===== config.mk =====
export PLATFORM = sky130hd
export DESIGN_NAME = autobaud_host_if
export DESIGN_NICKNAME = d
export VERILOG_FILES = /design/src/rtl/abh_pkg.sv /design/src/rtl/abh_sync.sv /design/src/rtl/abh_rx.sv /design/src/rtl/abh_tx.sv /design/src/rtl/autobaud_host_if.sv
export SDC_FILE = /design/constraint.sdc
export NUM_CORES = 1
export LEC_CHECK = 0
export BUFFER_PORTS_ARGS = -buffer_cell sky130_fd_sc_hd__buf_4
export CAP_MARGIN = 20
export CORE_MARGIN = 2
export CORE_UTILIZATION = 31
export CTS_BUF_LIST = sky130_fd_sc_hd__clkbuf_4 sky130_fd_sc_hd__clkbuf_8
export DETAILED_ROUTE_END_ITERATION = 7
export PLACE_DENSITY = 0.58
export SETUP_SLACK_MARGIN = 0.2
export SLEW_MARGIN = 20
export SYNTH_ARGS = -nofsm -noshare
export SYNTH_HDL_FRONTEND = slang
export SYNTH_SLANG_ARGS = --single-unit

===== constraint.sdc =====
create_clock -name clk -period 2.1 [get_ports clk]
set_clock_uncertainty 0.1 [all_clocks]
set_input_delay 0.63 -clock clk [delete_from_list [all_inputs] [get_ports clk]]
set_output_delay 0.63 -clock clk [all_outputs]
set_load 0.05 [all_outputs]

===== src/rtl/abh_pkg.sv =====
package abh_pkg;

    localparam int DATA_BITS  = 8;
    localparam int FRAME_BITS = DATA_BITS + 2;

    typedef enum logic [2:0] {
        RX_CAL_IDLE,
        RX_CAL_WAIT,
        RX_CAL_MEAS,
        RX_IDLE,
        RX_START,
        RX_DATA,
        RX_STOP
    } rx_st_e;

    typedef struct packed {
        logic [DATA_BITS-1:0] data;
        logic                 vld;
    } rx_byte_s;

    // cycles to wait from an edge to the middle of a bit, minus the load cycle
    function automatic int unsigned mid_wait(input int unsigned period);
        return (period >> 1) - 1;
    endfunction

endpackage


===== src/rtl/abh_sync.sv =====
module abh_sync #(
    parameter int   STAGES   = 2,
    parameter logic IDLE_VAL = 1'b1
) (
    input  logic clk,
    input  logic rst,
    input  logic d,
    output logic q
);
    logic [STAGES-1:0] chain;

    always_ff @(posedge clk) begin
        if (rst) chain <= {STAGES{IDLE_VAL}};
        else     chain <= {chain[STAGES-2:0], d};
    end

    assign q = chain[STAGES-1];
endmodule


===== src/rtl/abh_rx.sv =====
module abh_rx
    import abh_pkg::*;
#(
    parameter int CNT_W   = 16,
    parameter int MIN_BIT = 8
) (
    input  logic             clk,
    input  logic             rst,
    input  logic             line_i,
    output logic [CNT_W-1:0] period_o,
    output logic             cal_done_o,
    output rx_byte_s         rx_o,
    output logic             brk_o
);
    localparam int IDX_W = $clog2(DATA_BITS);
    localparam logic [CNT_W-1:0] CNT_MAX = '1;
    localparam logic [CNT_W-1:0] MIN_V   = CNT_W'(MIN_BIT);
    localparam logic [CNT_W-1:0] ONE     = CNT_W'(1);
    localparam logic [IDX_W-1:0] LAST    = IDX_W'(DATA_BITS - 1);

    rx_st_e               st;
    logic [CNT_W-1:0]     cnt;
    logic [CNT_W-1:0]     period;
    logic [IDX_W-1:0]     idx;
    logic [DATA_BITS-1:0] sh;
    logic                 discard;
    logic                 cal_done;
    logic                 tick;
    logic                 clr;

    assign tick  = (cnt == '0);
    assign brk_o = (st == RX_STOP) && tick && !line_i;
    assign clr   = rst | brk_o;

    always_ff @(posedge clk) begin
        if (clr) begin
            st       <= RX_CAL_IDLE;
            cnt      <= '0;
            period   <= '0;
            idx      <= '0;
            sh       <= '0;
            discard  <= 1'b0;
            cal_done <= 1'b0;
            rx_o     <= '0;
        end else begin
            rx_o.vld <= 1'b0;
            case (st)
                RX_CAL_IDLE: if (line_i) st <= RX_CAL_WAIT;
                RX_CAL_WAIT: if (!line_i) begin
                    st  <= RX_CAL_MEAS;
                    cnt <= ONE;
                end
                RX_CAL_MEAS: begin
                    if (!line_i) begin
                        if (cnt != CNT_MAX) cnt <= cnt + ONE;
                    end else if (cnt >= MIN_V) begin
                        period  <= cnt;
                        cnt     <= CNT_W'(mid_wait(int'(cnt)));
                        idx     <= '0;
                        discard <= 1'b1;
                        st      <= RX_DATA;
                    end else begin
                        st <= RX_CAL_WAIT;
                    end
                end
                RX_IDLE: if (!line_i) begin
                    st  <= RX_START;
                    cnt <= CNT_W'(mid_wait(int'(period)));
                end
                RX_START: begin
                    if (!tick) cnt <= cnt - ONE;
                    else if (!line_i) begin
                        st      <= RX_DATA;
                        cnt     <= period - ONE;
                        idx     <= '0;
                        discard <= 1'b0;
                    end else st <= RX_IDLE;
                end
                RX_DATA: begin
                    if (!tick) cnt <= cnt - ONE;
                    else begin
                        sh  <= {line_i, sh[DATA_BITS-1:1]};
                        cnt <= period - ONE;
                        if (idx == LAST) st <= RX_STOP;
                        else             idx <= idx + 1'b1;
                    end
                end
                RX_STOP: begin
                    if (!tick) cnt <= cnt - ONE;
                    else begin
                        st <= RX_IDLE;
                        if (discard) cal_done <= 1'b1;
                        else begin
                            rx_o.data <= sh;
                            rx_o.vld  <= 1'b1;
                        end
                    end
                end
                default: st <= RX_CAL_IDLE;
            endcase
        end
    end

    assign period_o   = period;
    assign cal_done_o = cal_done;

    AST_PERIOD_MIN: assert property (@(posedge clk) disable iff (rst)
        cal_done |-> (period >= MIN_V));
    AST_PERIOD_HELD: assert property (@(posedge clk) disable iff (rst)
        (cal_done && !brk_o) |=> $stable(period));
    AST_NO_BYTE_UNCAL: assert property (@(posedge clk) disable iff (rst)
        rx_o.vld |-> cal_done);
    AST_BRK_RECAL: assert property (@(posedge clk) disable iff (rst)
        brk_o |=> (!cal_done && !rx_o.vld));
    AST_VLD_PULSE: assert property (@(posedge clk) disable iff (rst)
        rx_o.vld |=> !rx_o.vld);
endmodule


===== src/rtl/abh_tx.sv =====
module abh_tx
    import abh_pkg::*;
#(
    parameter int CNT_W = 16
) (
    input  logic                 clk,
    input  logic                 clr,
    input  logic                 en,
    input  logic [CNT_W-1:0]     period_i,
    input  logic [DATA_BITS-1:0] data_i,
    input  logic                 vld_i,
    output logic                 ready_o,
    output logic                 line_o
);
    localparam int NB_W = $clog2(FRAME_BITS);
    localparam logic [CNT_W-1:0] ONE = CNT_W'(1);

    logic                  busy;
    logic [FRAME_BITS-1:0] sh;
    logic [CNT_W-1:0]      cnt;
    logic [NB_W-1:0]       nb;

    assign ready_o = en && !busy;
    assign line_o  = busy ? sh[0] : 1'b1;

    always_ff @(posedge clk) begin
        if (clr) begin
            busy <= 1'b0;
            sh   <= '1;
            cnt  <= '0;
            nb   <= '0;
        end else if (!busy) begin
            if (vld_i && ready_o) begin
                busy <= 1'b1;
                sh   <= {1'b1, data_i, 1'b0};
                cnt  <= period_i - ONE;
                nb   <= NB_W'(FRAME_BITS - 1);
            end
        end else if (cnt == '0) begin
            if (nb == '0) busy <= 1'b0;
            else begin
                sh  <= {1'b1, sh[FRAME_BITS-1:1]};
                nb  <= nb - 1'b1;
                cnt <= period_i - ONE;
            end
        end else begin
            cnt <= cnt - ONE;
        end
    end

    AST_TX_ACCEPT: assert property (@(posedge clk) disable iff (clr)
        (vld_i && ready_o) |=> !ready_o);
    AST_TX_ONE_STOP: assert property (@(posedge clk) disable iff (clr)
        (busy && nb == '0) |-> line_o);
    AST_TX_START_LOW: assert property (@(posedge clk) disable iff (clr)
        $rose(busy) |-> !line_o);
endmodule


===== src/rtl/autobaud_host_if.sv =====
module autobaud_host_if
    import abh_pkg::*;
#(
    parameter int CNT_W   = 16,
    parameter int MIN_BIT = 8
) (
    input  logic       clk,
    input  logic       rst,
    input  logic       ser_in,
    output logic       ser_out,
    input  logic       cfg_inv,
    output logic [7:0] rx_data,
    output logic       rx_valid,
    input  logic [7:0] tx_data,
    input  logic       tx_valid,
    output logic       tx_ready,
    input  logic       go_data,
    input  logic       go_cmd,
    output logic       cmd_mode,
    output logic       mreset_pulse
);
    logic             line_s;
    logic [CNT_W-1:0] period;
    logic             cal_done;
    rx_byte_s         rx_res;
    logic             brk;
    logic             tx_line;
    logic             mclr;

    assign mclr = rst | brk;

    abh_sync #(.STAGES(2), .IDLE_VAL(1'b1)) u_sync (
        .clk (clk),
        .rst (rst),
        .d   (ser_in),
        .q   (line_s)
    );

    abh_rx #(.CNT_W(CNT_W), .MIN_BIT(MIN_BIT)) u_rx (
        .clk        (clk),
        .rst        (rst),
        .line_i     (line_s),
        .period_o   (period),
        .cal_done_o (cal_done),
        .rx_o       (rx_res),
        .brk_o      (brk)
    );

    abh_tx #(.CNT_W(CNT_W)) u_tx (
        .clk      (clk),
        .clr      (mclr),
        .en       (cal_done),
        .period_i (period),
        .data_i   (tx_data),
        .vld_i    (tx_valid),
        .ready_o  (tx_ready),
        .line_o   (tx_line)
    );

    always_ff @(posedge clk) begin
        if (mclr)         cmd_mode <= 1'b1;
        else if (go_cmd)  cmd_mode <= 1'b1;
        else if (go_data) cmd_mode <= 1'b0;
    end

    always_ff @(posedge clk) begin
        if (rst) mreset_pulse <= 1'b0;
        else     mreset_pulse <= brk;
    end

    assign ser_out  = tx_line ^ cfg_inv;
    assign rx_data  = rx_res.data;
    assign rx_valid = rx_res.vld;

    AST_MRST_STATE: assert property (@(posedge clk) disable iff (rst)
        mreset_pulse |-> (cmd_mode && !tx_ready && (ser_out == !cfg_inv)));
    AST_MODE_DATA: assert property (@(posedge clk) disable iff (rst)
        (go_data && !go_cmd && !brk) |=> !cmd_mode);
    AST_MODE_CMD: assert property (@(posedge clk) disable iff (rst)
        go_cmd |=> cmd_mode);
    AST_NO_TX_UNCAL: assert property (@(posedge clk) disable iff (rst)
        mreset_pulse |-> !rx_valid);
endmodule


Word-level counts from Yosys, hierarchy flattened. Cells that the tools add are included.

$add $sub $neg: 8. Magnitude comparators: 1. Equal/unequal tests: 26. Mux-type cells: 51. Bitwise gates (word level): 5. Reductions and logical operators: 26.

Operators by type and width (count): 16-bit 2-to-1 mux (13); 16-bit one-hot mux with 6 select lines (1); 3-bit 2-to-1 mux (16); 16-bit by 1-bit subtractor with 16-bit output, second input constant (3); 10-bit 2-to-1 mux (4); 16-bit logical NOT (2); 15-bit by 1-bit subtractor with 16-bit output, second input constant (2); 3-bit one-hot mux with 7 select lines (1); 2-bit != test, second input constant (9); 16-bit by 1-bit adder with 16-bit output, second input constant (1); 16-bit by 4-bit greater-or-equal comparator with 1-bit output, second input constant (1); 4-bit 2-to-1 mux (4); 16-bit != test, second input constant (1); 7-bit AND reduction (2); 3-bit == test, second input constant (4); 3-bit AND reduction (4); 1-bit 2-to-1 mux (10); 2-bit by 1-bit != test with 1-bit output, second input constant (5); 3-bit one-hot mux with 3 select lines (1); 8-bit AND reduction (1); 3-bit by 2-bit == test with 1-bit output, second input constant (2); 3-bit by 2-bit != test with 1-bit output, second input constant (2); 3-bit != test, second input constant (2); 6-bit nonzero test (1); 17 further kinds (25).

Bits in registers: 92. Input bits: 15. Output and inout port bits: 13. Logic and storage cells: 133.

Longest topological paths before layout.
Depth after elaboration: 5. Mapped depth: 10.

Modules after synthesis. Synthesis repeated with hierarchy kept, for this count alone.

Cells, all modules: 874. Area total of the unflattened synthesis: 6636.4 µm².

By module, submodules not included: abh_rx (times used 1, cells each 617, area an instance 4496.8 µm², seq. area each 1141.1 µm²); abh_tx (times used 1, cells each 246, area an instance 2010.7 µm², seq. area each 600.6 µm²); autobaud_host_if (times used 1, cells each 7, area an instance 76.3 µm², seq. area each 40.0 µm²); abh_sync (times used 1, cells each 4, area an instance 52.6 µm², seq. area each 40.0 µm²).

Worst setup path before layout. OpenSTA, ideal clock, no wires.

Path type: register to register. Start point: register u_rx.cnt[2]. End point: register u_rx.cnt[15]. Library setup time: 117 ps. Arrival: 2154 ps. Setup slack: -271 ps. Stages on the path, launching flop included: 10. Path through: dfxtp_1 > buf_2 > inv_1 > ha_1 > a21boi_0 > nand2_1 > o21ai_0 > a21oi_2 > a211o_1 > a32o_1.

Longest elaborated chain between the ends: 4.

RTL lines: start, declared (line abh_rx.sv:22) `logic [CNT_W-1:0] cnt;`; start signal, assigned (line abh_rx.sv:55) `if (cnt != CNT_MAX) cnt <= cnt + ONE;`; start signal, assigned (line abh_rx.sv:58) `cnt <= CNT_W'(mid_wait(int'(cnt)));`; start signal, assigned (line abh_rx.sv:68) `cnt <= CNT_W'(mid_wait(int'(period)));`; 16-bit by 1-bit adder with 16-bit output, or another cell as far along (line abh_rx.sv:55); 16-bit 2-to-1 mux, or another cell as far along (line abh_rx.sv:55); 16-bit 2-to-1 mux or 1-bit logical AND (tied branches) (line abh_rx.sv:54, abh_rx.sv:32); 16-bit one-hot mux with 6 select lines or 1-bit OR (tied branches) (line abh_rx.sv:47, abh_rx.sv:33).

Several ways; a longest one is shown, not always the timed one. The select of a mux whose other input is x is not followed. A chain may end at the register's enable or synchronous reset.

Worst setup path in the final report.
Start point: register u_rx.cnt[1]. End point: register u_rx.cnt[15].

Same word-level chain as after synthesis.

==> impl_metrics.tcl <==
set metrics [dict create \
    synth_cell_types 72 \
    viasPerCell 5.484 \
    grt_pass1_wl_um 35010 \
    fmax_mhz 460.7 \
    finalCritPeriodShare_pct 103.4 \
    syn_avg_cell_area_um2 7.715 \
    yosys-top-cells-area "dfxtp_1 (30%), nand2_1 (6.0%), a21oi_1 (5.4%), nor2_1 (4.3%), xor2_1 (4.2%)" \
    r2r_setup_slack_ns -0.07 \
    reg2reg_depth 10 \
    wl_um 23260 \
    synth_edf_count 0 \
    p_leak_uw 0.004057 \
    synthCells 781 \
    h-tree-depth 3 \
    numClockSinks 91 \
    yosysWarnings 0 \
    ys_seq_elements 91 \
    required_ns 2.30 \
    routed-wl-met3_um 1586 \
    arrival_ns 2.37 \
    grt_max_degree 18 \
    timing.slew.headroom_pct 55.01 \
    dr.pass1.iters 5 \
    hp-start "u_sync.chain[0]" \
    row_count 50 \
    hold_depth 1 \
    place_congestion 0.9302 \
    yosys-top-cells-count "nand2_1 (96), dfxtp_1 (91), nor2_1 (69)" \
    worst-setup-path-type "reg2reg" \
    tightestPinTransition_ns 0.6678 \
    hp-class "reg2reg" \
    cts_tree "done" \
    antenna_cells 0 \
    regArea_um2 1871 \
    yosysSeqAreaShare_pct 30.23 \
    synth_top_area_share_pct 30.23 \
    synth_flop_cell "dfxtp_1" \
    cap_viol_max_count 0 \
    design.core.area_um2 18890 \
    via_count 6976 \
    grt_pass1_vias 6452 \
    floorplan.initialDensity_pct 31.89 \
    dp_hpwl_um 16170 \
    r2r_end "u_rx.cnt[15]" \
    regToRegStartpoint "u_rx.cnt[1]" \
    min_period_ns 2.171 \
    setup.worst_path.end_class "register" \
    syn2layout_area_growth_pct 60.82 \
    layout-drive-gt1-share_pct 47.33 \
    wl_met2_um 10620 \
    antenna_found_initial 0 \
    overflow 0 \
    top_layer_used "met4" \
    first_iter_violations 723 \
    hold_viol 0 \
    clkTransAtPathRegs_ns 0.11 \
    status "finished, violations left" \
    multiInputGateArea_um2 4803 \
    netlist_area_um2 6026 \
    finalSetupViolations 35 \
    violations "setup timing" \
    num_io_pins 28 \
    setup.worst_path.start_class "register" \
    fin_setup_tns_ns -0.8715 \
    cts_made_buffers 9 \
    synthArstFlopShare_pct 0 \
    setup_ws_ns -0.07072 \
    synth.most_common_cell "nand2_1" \
    ant_nets 0 \
    ctsLongestPathBuffers 2 \
    cts_root_buffer "clkbuf_8" \
    cp_max_fo 6 \
    nNetsFinal 1035 \
    syn_nets 809 \
    ir_worst_vdd_uv 670.3 \
    n_fill_cell 1746 \
    worstSkewPairLatency_ns 0.40 \
    min_to "u_sync.chain[1]" \
    powerDensity_nw_per_um2 1212 \
    io_buffers 27 \
    met1_length_um 10560 \
    die-area_um2 20570 \
    grt_use_total_pct 21.78 \
    avgRoutedWirePerCell_um 18.28 \
    die_w_um 143.4 \
    dp_slack_ns -0.2937 \
    drc 0 \
    synth_area_leader_cell "dfxtp_1" \
    fp.dieH_um 143.4 \
    slew_viol_final 0 \
    rsz0062_at_grt "true" \
]
==> report_power, final <==
part | internal [uW] | switching, uW
sequential | 1860 | 227
clock | 593 | 748
combinational | 4210 | 4110
==> cell usage in the layout (no fill, tap or decap), types with 18 or more instances in the layout <==
cell	instances
a21oi_1	41
nor3_1	22
nand2_1	82
nand3_1	25
buf_6	35
buf_4	215
dfxtp_1	66
dfxtp_2	18
xnor2_1	21
xor2_1	23
nor2_1	56
a21oi_2	24
==> state kept, by name, summed over array words and instances (netlist names) <==
name,cells
u_sync.chain,2
u_rx.cnt,16
u_rx.idx,3
u_tx.cnt,16
cmd_mode,1
u_rx.discard,1
u_rx.sh,8
u_rx.rx_o,9
u_tx.sh,9
u_tx.busy,1
u_rx.cal_done_o,1
u_rx.period_o,16
u_tx.nb,4
mreset_pulse,1
u_rx.st,3
==> kinds of logic after synthesis <==
family	count (synthesis)	share of synthesized area, %
muxes	13	2.159
and+or+nand+nor	337	29.84
AOI/OAI and AO/OA	197	21.68
buffers and inverters	75	5.398
DFF	91	30.23
adders and majority gates	13	2.699
xor gates and xnor gates	55	7.994
==> metrics by stage <==
| step | hold slack, ns | utilization, % | area (um^2) | power (uW) | std cells |
|---|---|---|---|---|---|
| 2_1_floorplan | 0.2895 | - | 6237 | 5592 | 781 |
| 5_1_grt | 0.3110 | 51.29 | 9691 | 12310 | 1272 |
| 3_5_place_dp | 0.2959 | 42.30 | 7993 | 8316 | 1202 |
| 6_report | 0.3217 | 51.29 | 9691 | 11750 | 1272 |
| 4_1_cts | 0.2929 | 47.89 | 9047 | 10580 | 1254 |
| 3_3_place_gp | 0.3002 | 42.30 | 7993 | 8306 | 1202 |
==> critical path: stages, from the launching register on <==
cell and delay, ns:
dfxtp_4 0.38, inv_4 0.07, ha_4 0.13, buf_6 0.09
nor3b_4 0.20, buf_6 0.15, nand4_4 0.11, a21oi_4 0.29
a21oi_2 0.05, a211o_1 0.28, a32o_1 0.24
==> cell type report <==
| cell class | instances | share of cell area [%] |
|---|---|---|
| Timing Repair Buffer | 269 | 24.67 |
| Clock buffer | 10 | 1.356 |
| Clock inverter | 6 | 0.8393 |
| Tap cell | 260 | 3.357 |
| Multi-Input combinational cell | 616 | 49.57 |
| Inverter | 20 | 0.9038 |
| Sequential cell | 91 | 19.30 |
==> what timing repair did <==
action                                  4_1_cts  5_1_grt
hold buffers                                  0        0
buffers inserted                             35       14
gates resized for setup                     141      104
gates cloned                                  1        4
pin swaps                                    58       33
endpoints found under the setup margin       90       90
==> routing by layer <==
metal | vias up | track usage (%)
met5 | - | 0
met4 | 0 | 6.089
met3 | 47 | 3.865
met2 | 291 | 34.36
met1 | 3350 | 30.50
li1 | 3288 | -
==> worst max-delay path by stage <==
stage | startpoint | endpoint | slack, ns | cells after the start
final | u_rx.cnt[1] | u_rx.cnt[15] | -0.07 | 10
after global routing | u_rx.cnt[1] | u_rx.cnt[10] | -0.15 | 11
after CTS | u_rx.cnt[1] | u_rx.cnt[9] | -0.01 | 10
after detailed placement | u_rx.period_o[1] | u_rx.cnt[11] | -0.29 | 9
after global placement | u_rx.period_o[1] | u_rx.cnt[11] | -0.29 | 9
after floorplan | u_rx.period_o[2] | u_rx.cnt[15] | -0.08 | 8
Power figures use the tool's default switching activity.
